### src/rtl/evt_status_pkg.sv
package evt_status_pkg;

  function automatic logic [63:0] next_hold(
    input logic [63:0] hold,
    input logic [63:0] set_bits,
    input logic [63:0] clr_bits,
    input logic [63:0] keep_mask
  );
    return ((hold & ~clr_bits) | set_bits) & keep_mask;
  endfunction

  function automatic logic [63:0] merge_read(
    input logic [63:0] held,
    input logic [63:0] live,
    input logic [63:0] sticky_mask
  );
    return (held & sticky_mask) | (live & ~sticky_mask);
  endfunction

endpackage

### src/rtl/evt_cap_edge.sv
module evt_cap_edge (
  input  logic clk,
  input  logic rst_n,
  input  logic strobe,
  output logic rise
);
  logic strobe_q;

  always_ff @(posedge clk or negedge rst_n) begin
    if (!rst_n) strobe_q <= 1'b0;
    else        strobe_q <= strobe;
  end

  assign rise = strobe & ~strobe_q;
endmodule

### src/rtl/evt_hold_bits.sv
module evt_hold_bits #(
  parameter int WIDTH = 8
) (
  input  logic             clk,
  input  logic             rst_n,
  input  logic [WIDTH-1:0] set_v,
  input  logic [WIDTH-1:0] clr_v,
  input  logic [WIDTH-1:0] keep_v,
  output logic [WIDTH-1:0] hold_v
);
  import evt_status_pkg::*;

  logic [63:0] nxt_wide;
  assign nxt_wide = next_hold(64'(hold_v), 64'(set_v), 64'(clr_v), 64'(keep_v));

  for (genvar i = 0; i < WIDTH; i++) begin : g_cell
    always_ff @(posedge clk or negedge rst_n) begin
      if (!rst_n) hold_v[i] <= 1'b0;
      else        hold_v[i] <= nxt_wide[i];
    end
  end
endmodule

### src/rtl/evt_read_mux.sv
module evt_read_mux #(
  parameter int WIDTH = 8
) (
  input  logic [WIDTH-1:0] held,
  input  logic [WIDTH-1:0] live,
  input  logic [WIDTH-1:0] sticky_mask,
  output logic [WIDTH-1:0] dout
);
  import evt_status_pkg::*;

  logic [63:0] mix_wide;
  assign mix_wide = merge_read(64'(held), 64'(live), 64'(sticky_mask));
  assign dout     = mix_wide[WIDTH-1:0];
endmodule

### src/rtl/evt_status_reg.sv
module evt_status_reg #(
  parameter int WIDTH = 8
) (
  input  logic             clk,
  input  logic             rst_n,
  input  logic [WIDTH-1:0] sts_in,
  input  logic [WIDTH-1:0] mode_sticky,
  input  logic             cap_en,
  input  logic             rd_en,
  output logic [WIDTH-1:0] rd_data
);
  logic             cap_rise_w;
  logic [WIDTH-1:0] set_v;
  logic [WIDTH-1:0] clr_v;
  logic [WIDTH-1:0] hold_v;

  evt_cap_edge u_edge (
    .clk    (clk),
    .rst_n  (rst_n),
    .strobe (cap_en),
    .rise   (cap_rise_w)
  );

  assign set_v = {WIDTH{cap_rise_w}} & sts_in & mode_sticky;
  assign clr_v = {WIDTH{rd_en}} & mode_sticky;

  evt_hold_bits #(.WIDTH(WIDTH)) u_hold (
    .clk    (clk),
    .rst_n  (rst_n),
    .set_v  (set_v),
    .clr_v  (clr_v),
    .keep_v (mode_sticky),
    .hold_v (hold_v)
  );

  evt_read_mux #(.WIDTH(WIDTH)) u_mux (
    .held        (hold_v),
    .live        (sts_in),
    .sticky_mask (mode_sticky),
    .dout        (rd_data)
  );
endmodule

### config.mk
export PLATFORM = sky130hd
export DESIGN_NAME = evt_status_reg
export DESIGN_NICKNAME = d
export VERILOG_FILES = /design/src/rtl/evt_status_pkg.sv /design/src/rtl/evt_cap_edge.sv /design/src/rtl/evt_hold_bits.sv /design/src/rtl/evt_read_mux.sv /design/src/rtl/evt_status_reg.sv
export SDC_FILE = /design/constraint.sdc
export NUM_CORES = 1
export LEC_CHECK = 0
export BUFFER_PORTS_ARGS = -buffer_cell sky130_fd_sc_hd__buf_4
export CORE_MARGIN = 2
export CORE_UTILIZATION = 30
export DETAILED_ROUTE_END_ITERATION = 8
export GPL_TIMING_DRIVEN = 0
export HOLD_SLACK_MARGIN = 0.06
export MAX_ROUTING_LAYER = met4
export PLACE_DENSITY_LB_ADDON = 0.12
export SLEW_MARGIN = 20
export SYNTH_ARGS = -nofsm -noshare
export SYNTH_HDL_FRONTEND = slang
export SYNTH_SLANG_ARGS = --single-unit
### constraint.sdc
create_clock -name clk -period 1.08 [get_ports clk]
set_clock_uncertainty 0.1 [all_clocks]
set_input_delay 0.162 -clock clk [delete_from_list [all_inputs] [get_ports clk]]
set_output_delay 0.162 -clock clk [all_outputs]
set_load 0.01 [all_outputs]
=== Word level (Yosys, flattened, before mapping) ===
Index checks and enable logic that the tools add are counted.
Widths: inputs -> output; s select.

* Logic and storage cells: 22
* Bits of input ports: 20
* Output and inout bits: 8
* Register bits: 9

* Bitwise gates (word level): 13

{| class="wikitable"
|+ Operators with widths
! kind !! number
|-
| $and 8x8->8 || 7
|-
| $not 8->8 || 2
|-
| $or 8x8->8 || 2
|-
| $and 1x1->1 || 1
|-
| $not 1->1 || 1
|}

=== Logic depth before layout (Yosys ltp) ===
Gate-level depths: netlist of run 1.

* Depth in word-level cells: 6
* Depth in mapped cells: 2
* Depth with buffers taken out: 2

=== Cells and area by module ===
Synthesis of run 1 repeated with hierarchy kept, for this count alone.

* Cell total of the unflattened synthesis: 50
* Area total of the unflattened synthesis: 629.4 sq um

{| class="wikitable"
|+ By module, submodules not included
! module !! cells each !! sequential area each (sq um) !! area an instance (sq um) !! times used
|-
| evt_hold_bits || 24 || 200.2 || 370.4 || 1
|-
| evt_read_mux || 8 || 0.0 || 120.1 || 1
|-
| evt_status_reg || 16 || 0.0 || 100.1 || 1
|-
| evt_cap_edge || 2 || 25.0 || 38.8 || 1
|}

=== Worst setup path before layout of run 1 ===
No wires, ideal clock.

* Path type: register to output
* From: register u_hold.hold_v[2]
* To: output port rd_data[2]
* Data arrival time: 0.618 ns
* Required time: 0.818 ns
* Setup slack: 0.200 ns
* Stages on the path, launching flop included: 2
* Buffers on the path: 0
* Path through: dfrtp_1 > mux2_4

* Longest elaborated chain between the ends: 2

{| class="wikitable"
|+ RTL lines
! what !! line !! source
|-
| from (decl) || evt_hold_bits.sv:9 || <nowiki>output logic [WIDTH-1:0] hold_v</nowiki>
|-
| from (signal, indexed assignment) || evt_hold_bits.sv:19 || <nowiki>else hold_v[i] <= nxt_wide[i];</nowiki>
|-
| $and 8x8->8 || evt_status_pkg.sv:17 || <nowiki>return (held & sticky_mask) | (live & ~sticky_mask);</nowiki>
|-
| $or 8x8->8 || evt_status_pkg.sv:17 ||
|-
| to (decl) || evt_status_reg.sv:10 || <nowiki>output logic [WIDTH-1:0] rd_data</nowiki>
|}

Every way passes these cells.

=== Worst setup path after layout of run 1 ===
Ends and elaborated chain as after synthesis.

==> results.yml, run 1 <==
cells_and_area:
  drive_gt1_share_pct: 49.38
  fillers: 149
  finalNonFillerCells: 97
  diodes: 0
  final_nets: 102
  area_delta_synth_final_pct: 68.70
  final_core_util_pct: 53.45
  final_area_um2: 795.8
route:
  drt_iter0_drc: 0
  met1_length_um: 424
  drc: 0
  met3_length_um: 77
  wl_um: 991
  wire_per_inst_um: 10.22
  vias: 456
  route.met2.wl_um: 480
  antenna_left: 0
  dr.pass1.iters: 1
  top_layer: "met4"
  viasPerCell: 4.701
critical_path:
  worst-path-max-fanout: 2
  slowest_delay_ns: 0.38
  slowest_stage: "dfrtp_1"
  start_kind: "register"
  critical_path_required_ns: 0.82
  path_buf_inv: 1
  r2r_slack_ns: 0.23
  worstReg2RegStart: "u_edge.strobe_q"
  r2r_cells: 2
  critPathKind: "register to output port"
  reg2reg_to: "u_hold.hold_v[5]"
  crit_family: "flip-flops"
  critPathCaptureType: "output port"
  cp.arrival_ns: 1.01
  crit_chain: "mux2_4 > buf_6"
clock_tree:
  clockRootBuffer: "clkbuf_4"
  clock_sinks: 9
  cts_htree_levels: 1
  cts_made_buffers: 3
  cts_tree: "yes"
  cts.clk_slew.worst_paths_ns: 0.06
  clock_latency_ns: 0.25
  clk_path_buf_depth: 2
floorplanning:
  die_h_um: 43.65
  start_util_pct: 31.68
  core_um2: 1489
  die_x_um: 43.65
  rows: 14
  die_area_um2: 1905
  io_pins: 28
pwr:
  p_int_w: 0.0006227
  power_switching_w: 0.0001856
  sw_frac_of_total_pct: 22.96
  cellPowerDensity_nw_per_um2: 1016
  p_clk_share_pct: 30.6
  p_leak_nw: 0.4090
  irDropWorstVdd_v: 0.0008267
  p_comb_share_pct: 25.4
  p_seq_share_pct: 44.0
timing:
  setup_ws_ns: -0.1899
  period_share_pct: 117.6
  tightestPinTransition_ns: 0.1322
  fmax_mhz: 787.5
  hold_violations: 0
  rsz0062_at_grt: "yes"
  setup_tns_ns: -1.229
  final_max_slew_viol_count: 0
  setup_viol: 8
  slew_headroom_pct: 91.19
  timing.final.crit_period_ns: 1.270
hold_path:
  hold_class: "primary input to register"
  hold_depth: 3
  min_from: "sts_in[2]"
  holdPathEnd: "u_hold.hold_v[2]"
status:
  violations: "negative setup slack"
  status: "finished with violations"
placement:
  gp_congestion: 0.6485
  placed_area_um2: 694.4
  dp.cells: 87
  place_ws_ns: 0.06225
  place_hpwl_um: 797.8
  portBuffers: 27
yosys:
  yosys.area.top_type: "dfrtp_1"
  synthCells: 44
  synth_seq_cells: 9
  synthTopCellsByArea: "dfrtp_1 48%, mux2_4 19%, nand3b_1 9.5%, nand2_1 8.0%, o21ai_1 6.4%"
  synth_cell_types: 9
  synth_top_area_share_pct: 47.75
  syn_avg_cell_area_um2: 10.72
  syn_area_um2: 471.7
  ys_seq_area_share_pct: 47.75
  ys_warn_count: 0
  syn_nets: 64
global_routing:
  grt_use_total_pct: 12.01
  first_global_vias: 419
  antenna_found_initial: 0
  grt_pass1_wl_um: 1621
  overflow: 0
  grt_max_degree: 10
run:
  drv_cap: 0
==> synthesized netlist by cell type, drive strengths merged <==
cell type and number:
o22ai 2, nand2b 1, dfrtp 9, nand2 10, mux2 6, o21ai 8, inv 2, nand3b 6
==> through the flow <==
step | power, W | hold slack, ns
3_5_place_dp | 0.0005427 | -0.1073
4_1_cts | 0.0008247 | 0.06388
3_3_place_gp | 0.0005408 | -0.1085
5_1_grt | 0.0008638 | 0.06263
6_report | 0.0008083 | 0.07044
2_1_floorplan | 0.0004286 | -0.2336
==> power by group through the flow <==
stage / Sequential, W / Clock, W / Combinational (W)
floorplan: 0.000361 / 0 / 0.0000678
global placement: 0.000362 / 0 / 0.000179
detailed placement: 0.000362 / 0 / 0.000181
CTS: 0.000356 / 0.000263 / 0.000206
global route: 0.000356 / 0.000284 / 0.000223
finish: 0.000356 / 0.000247 / 0.000205
==> repair_timing <==
item,4_1_cts,5_1_grt
endpoints found under the setup margin,8,8
gates resized for setup,8,0
gates cloned,0,0
hold buffers,3,0
setup buffers,2,1
endpoints found under the hold margin,12,0
pin swaps,1,1
==> cells by family (layout without fill, tap and decap cells) <==
| family | count (synthesis) | count (layout) | synth area share, % |
|---|---|---|---|
| AO/OA/AOI/OAI | 10 | 10 | 11.14 |
| buffers and inverters | 2 | 39 | 1.592 |
| flip-flops | 9 | 9 | 47.75 |
| multiplexers | 6 | 6 | 19.10 |
| AND/OR/NAND/NOR | 17 | 17 | 20.42 |
==> layout make-up <==
cell class / instances / area, um2 / share of cell area (%)
Clock buffer: 4 / 26.28 / 3.302
Inverter: 2 / 7.507 / 0.9434
Multi-Input combinational cell: 33 / 239.0 / 30.03
Sequential cell: 9 / 225.2 / 28.30
Tap cell: 16 / 20.02 / 2.516
Timing Repair Buffer: 33 / 277.8 / 34.91
==> worst register-to-register path, delay by kind of cell, from the launching register on <==
kind / cells / cell delay [ns]
simple gates: 1 / 0.17
compound gates: 1 / 0.15
flops: 1 / 0.36
==> layout by cell type (no fill, tap or decap), drive strengths merged <==
| master | synthesis | routed |
|---|---|---|
| buf | 0 | 30 |
| clkbuf | 0 | 4 |
| dfrtp | 9 | 9 |
| dlygate4sd3 | 0 | 3 |
| inv | 2 | 2 |
| mux2 | 6 | 6 |
| nand2 | 10 | 10 |
| nand2b | 1 | 1 |
| nand3b | 6 | 6 |
| o21ai | 8 | 8 |
| o22ai | 2 | 2 |
==> worst max path at each step <==
| stage | slack [ns] | cells past startpoint | endpoint | startpoint |
|---|---|---|---|---|
| 3_5_place_dp | 0.06 | 2 | rd_data[2] | u_hold.hold_v[2] |
| 2_1_floorplan | 0.20 | 1 | rd_data[2] | u_hold.hold_v[2] |
| 3_3_place_gp | 0.06 | 2 | rd_data[2] | u_hold.hold_v[2] |
| 5_1_grt | -0.24 | 2 | rd_data[2] | u_hold.hold_v[2] |
| 6_report | -0.19 | 2 | rd_data[2] | u_hold.hold_v[2] |
| 4_1_cts | -0.20 | 2 | rd_data[2] | u_hold.hold_v[2] |
==> routing by layer <==
layer	global-route usage (%)	up-vias
met3	3.333	2
li1	-	229
met5	-	-
met2	18.82	15
met1	13.46	210
met4	7.273	0
==> flip-flops by register name, summed over array words and instances (netlist names) <==
| signal | count |
|---|---|
| u_edge.strobe_q | 1 |
| u_hold.hold_v | 8 |
Power figures use the tool's default switching activity.
==> run 2: changes to the inputs <==
Settings changed: SKIP_CTS_REPAIR_TIMING from default to 1.
==> results.yml, run 2 (same netlist as run 1, synthesis figures left out) <==
floorplanning:
  rows: 14
  die_area_um2: 1905
  core_um2: 1489
  die_h_um: 43.65
  die_x_um: 43.65
  io_pins: 28
  start_util_pct: 31.68
cells_and_area:
  regArea_um2: 225.2
  layout_commonest_cell: "buf_4"
  final_nets: 101
  largest_register_ffs: 8
  multi_input_area_um2: 239.0
  finalNonFillerCells: 96
  layout_common_cells: "23 x buf_4, 10 x nand2_1, 9 x dfrtp_1, 8 x o21ai_1"
  drive_gt1_share_pct: 48.75
  reg_top3: "u_hold.hold_v (8), u_edge.strobe_q (1)"
  area_delta_synth_final_pct: 67.11
  diodes: 0
  fillers: 145
  regMostFlops: "u_hold.hold_v"
run:
  drv_cap: 0
critical_path:
  r2r_cells: 2
  critPathCaptureType: "output port"
  worstReg2RegStart: "u_edge.strobe_q"
  critical_path_required_ns: 0.82
  cp.arrival_ns: 1.01
  worst-path-max-fanout: 2
  r2r_slack_ns: 0.23
  worstSetupStartpoint: "u_hold.hold_v[2]"
  endpoint: "rd_data[2]"
  start_kind: "register"
  reg2reg_to: "u_hold.hold_v[5]"
  critPathKind: "register to output port"
route:
  viasPerCell: 4.708
  dr.pass1.iters: 1
  wl_um: 982
  drc: 0
  drt_iter0_drc: 0
  wire_per_inst_um: 10.23
  vias: 452
  antenna_left: 0
global_routing:
  overflow: 0
  antenna_found_initial: 0
  grt_pass1_wl_um: 1580
  grt_use_total_pct: 11.73
  grt_max_degree: 10
  first_global_vias: 400
placement:
  gp_congestion: 0.6485
  portBuffers: 27
  place_ws_ns: 0.06225
  place_hpwl_um: 797.8
  dp.cells: 87
status:
  violations: "negative setup slack"
  status: "finished with violations"
pwr:
  p_leak_nw: 0.4036
  irDropWorstVdd_v: 0.0008262
  cellPowerDensity_nw_per_um2: 1023
timing:
  setup_ws_ns: -0.1909
  fmax_mhz: 786.9
  period_share_pct: 117.7
  rsz0062_at_grt: "yes"
  timing.final.crit_period_ns: 1.271
  final_max_slew_viol_count: 0
  slew_headroom_pct: 91.19
  hold_violations: 0
  setup_viol: 8
  setup_tns_ns: -1.240
  tightestPinTransition_ns: 0.1322
clock_tree:
  cts_htree_levels: 1
  clockRootBuffer: "clkbuf_4"
  clk_path_buf_depth: 2
  clock_sinks: 9
  cts.clk_slew.worst_paths_ns: 0.06
  cts_tree: "yes"
  clock_latency_ns: 0.25
  cts_made_buffers: 3
hold_path:
  hold_class: "primary input to register"
-- run 2: cell types whose count changed in the layout (fill, tap and decap cells not counted) --
cell   change
buf_4      -1
-- run 2: power by group --
group	internal, W	leakage [nW]	switching (W)
clock	0.000142	0.0150	0.000105
sequential	0.000350	0.121	0.00000546
combinational	0.000129	0.268	0.0000742
total	0.000621	0.404	0.000185
-- run 2: final cells by class --
type	instances	area share, %
Inverter	2	0.9524
Timing Repair Buffer	32	34.29
Sequential cell	9	28.57
Tap cell	16	2.540
Clock buffer	4	3.333
Multi-Input combinational cell	33	30.32
-- run 2: per-stage QoR --
step | hold slack [ns] | cell area, um2 | power (W) | utilization [%]
floorplan | -0.2336 | 471.7 | 0.0004286 | -
detailed placement | -0.1073 | 694.4 | 0.0005427 | 46.64
global route | 0.06263 | 788.3 | 0.0008614 | 52.94
global placement | -0.1085 | 694.4 | 0.0005408 | 46.64
finish | 0.07045 | 788.3 | 0.0008062 | 52.94
CTS | -0.3806 | 720.7 | 0.0007996 | 48.40
-- run 2: routing by layer --
layer	vias up	GRT usage, %	routed length, um
li1	227	-	-
met1	208	13.16	433
met2	15	18.24	463
met3	2	3.333	77
met4	0	7.273	8
met5	-	-	0
-- run 2: worst min path at each step --
stage                   start               end  slack, ns  cells after the start
finish              sts_in[2]  u_hold.hold_v[2]       0.07                      3
global route        sts_in[0]  u_hold.hold_v[0]       0.06                      3
CTS                     rst_n  u_hold.hold_v[6]      -0.38                      1
detailed placement      rst_n  u_hold.hold_v[2]      -0.11                      1
global placement        rst_n  u_hold.hold_v[7]      -0.11                      1
floorplan               rst_n   u_edge.strobe_q      -0.23                      0
-- run 2: critical path, stage by stage, from the launching register on --
cell     delay [ns]
dfrtp_1        0.38
mux2_4         0.26
buf_6          0.12
==> run 3: changes to the inputs <==
Settings changed: CORE_AREA from default to 2 2 39 41, CORE_MARGIN 2 to default, CORE_UTILIZATION 30 to default, DIE_AREA from default to 0 0 41 43.
==> results.yml, run 3 (same netlist as run 1, synthesis figures left out) <==
floorplanning:
  start_util_pct: 34.09
  die_h_um: 43
  rows: 14
  die_x_um: 41
  core_um2: 1384
  io_pins: 28
  die_area_um2: 1763
cells_and_area:
  final_nets: 103
  diodes: 0
  final_core_util_pct: 58.86
  layout_commonest_cell: "buf_4"
  finalNonFillerCells: 98
  largest_register_ffs: 8
  reg_top3: "u_hold.hold_v (8), u_edge.strobe_q (1)"
  drive_gt1_share_pct: 50.00
  area_delta_synth_final_pct: 72.68
  layout_common_cells: "23 x buf_4, 9 x nand2_1, 9 x dfrtp_1, 7 x o21ai_1"
  regMostFlops: "u_hold.hold_v"
clock_tree:
  clock_latency_ns: 0.25
  clockRootBuffer: "clkbuf_4"
  cts.clk_slew.worst_paths_ns: 0.06
  clk_path_buf_depth: 2
  cts_tree: "yes"
  cts_made_buffers: 3
  cts_htree_levels: 1
  clock_sinks: 9
timing:
  hold_violations: 0
  period_share_pct: 119.0
  tightestPinTransition_ns: 0.1266
  timing.final.crit_period_ns: 1.285
  slew_headroom_pct: 91.56
  final_max_slew_viol_count: 0
  setup_viol: 8
  setup_tns_ns: -1.325
  setup_ws_ns: -0.2053
  fmax_mhz: 778.1
  rsz0062_at_grt: "yes"
critical_path:
  path_buf_inv: 1
  critical_path_required_ns: 0.82
  critPathKind: "register to output port"
  critPathCaptureType: "output port"
  crit_chain: "mux2_4 > buf_6"
  crit_family: "flip-flops"
  start_kind: "register"
  cp.arrival_ns: 1.02
  slowest_delay_ns: 0.38
  slowest_stage: "dfrtp_1"
  worst-path-max-fanout: 2
pwr:
  irDropWorstVdd_v: 0.0005380
  p_comb_share_pct: 25.9
  p_clk_share_pct: 31.0
  cellPowerDensity_nw_per_um2: 1015
  p_int_w: 0.0006281
  p_seq_share_pct: 43.1
  p_leak_nw: 0.4153
  p_total_w: 0.0008266
  sw_frac_of_total_pct: 24.01
  power_switching_w: 0.0001984
placement:
  dp.cells: 87
  portBuffers: 27
  place_hpwl_um: 813.8
  gp_congestion: 0.6467
hold_path:
  hold_class: "primary input to register"
route:
  drc: 0
  vias: 467
  antenna_left: 0
  wire_per_inst_um: 11.85
  viasPerCell: 4.765
  drt_iter0_drc: 3
  wl_um: 1161
  dr.pass1.iters: 3
run:
  drv_cap: 0
global_routing:
  overflow: 0
  grt_use_total_pct: 14.73
  grt_pass1_wl_um: 1683
  grt_max_degree: 10
  antenna_found_initial: 0
  first_global_vias: 433
status:
  status: "finished with violations"
  violations: "negative setup slack"
==> run 3: cell types whose count changed in the layout (fill, tap and decap cells not counted), sizes merged <==
cell,delta
dlygate4sd3,+2
==> run 3: metal layers <==
metal | global-route usage, % | vias up | share of wire, %
met1 | 17.57 | 214 | 39
met3 | 4.712 | 0 | 7.8
met5 | - | - | 0
met4 | 8.000 | 0 | 0
met2 | 21.25 | 20 | 53
li1 | - | 233 | -
==> run 3: worst paths after layout <==
path / from / end / slack [ns] / cells past startpoint
max: u_hold.hold_v[3] / rd_data[3] / -0.21 / 2
min: sts_in[4] / u_hold.hold_v[4] / 0.06 / 3
max reg2reg: u_hold.hold_v[5] / u_hold.hold_v[5] / 0.22 / 3
min reg2reg: u_hold.hold_v[2] / u_hold.hold_v[2] / 0.43 / 2
max in group asynchronous: rst_n / u_hold.hold_v[7] / 0.58 / 2
min in group asynchronous: rst_n / u_hold.hold_v[3] / 0.16 / 2
==> run 3: layout make-up <==
cell class	instances	area (um2)
Multi-Input combinational cell	33	245.2
Sequential cell	9	225.2
Timing Repair Buffer	34	290.3
Tap cell	16	20.02
Clock buffer	4	26.28
Inverter	2	7.507
Fill cell	126	569.3
==> run 3: stage by stage <==
stage / instance area, um2 / hold WS [ns] / worst slack [ns]
final: 814.5 / 0.05502 / -0.2053
after global routing: 814.5 / 0.06061 / -0.2435
after CTS: 720.7 / -0.3913 / -0.2299
after detailed placement: 694.4 / -0.1059 / 0.06217
after global placement: 694.4 / -0.1064 / 0.06327
after floorplan: 471.7 / -0.2336 / 0.1998
==> run 3: worst reg2reg max path: stages (launching register included) <==
cell and delay, ns:
dfrtp_1 0.38, buf_4 0.13, nand3b_1 0.07, o21ai_1 0.06
==> run 3: power by group through the flow <==
stage                     Combinational (W)  Clock [W]  Sequential, W
final                              0.000214   0.000256       0.000356
after global routing               0.000234   0.000294       0.000357
after CTS                          0.000182   0.000271       0.000356
after detailed placement           0.000182          0       0.000362
after global placement             0.000179          0       0.000362
after floorplan                   0.0000678          0       0.000361
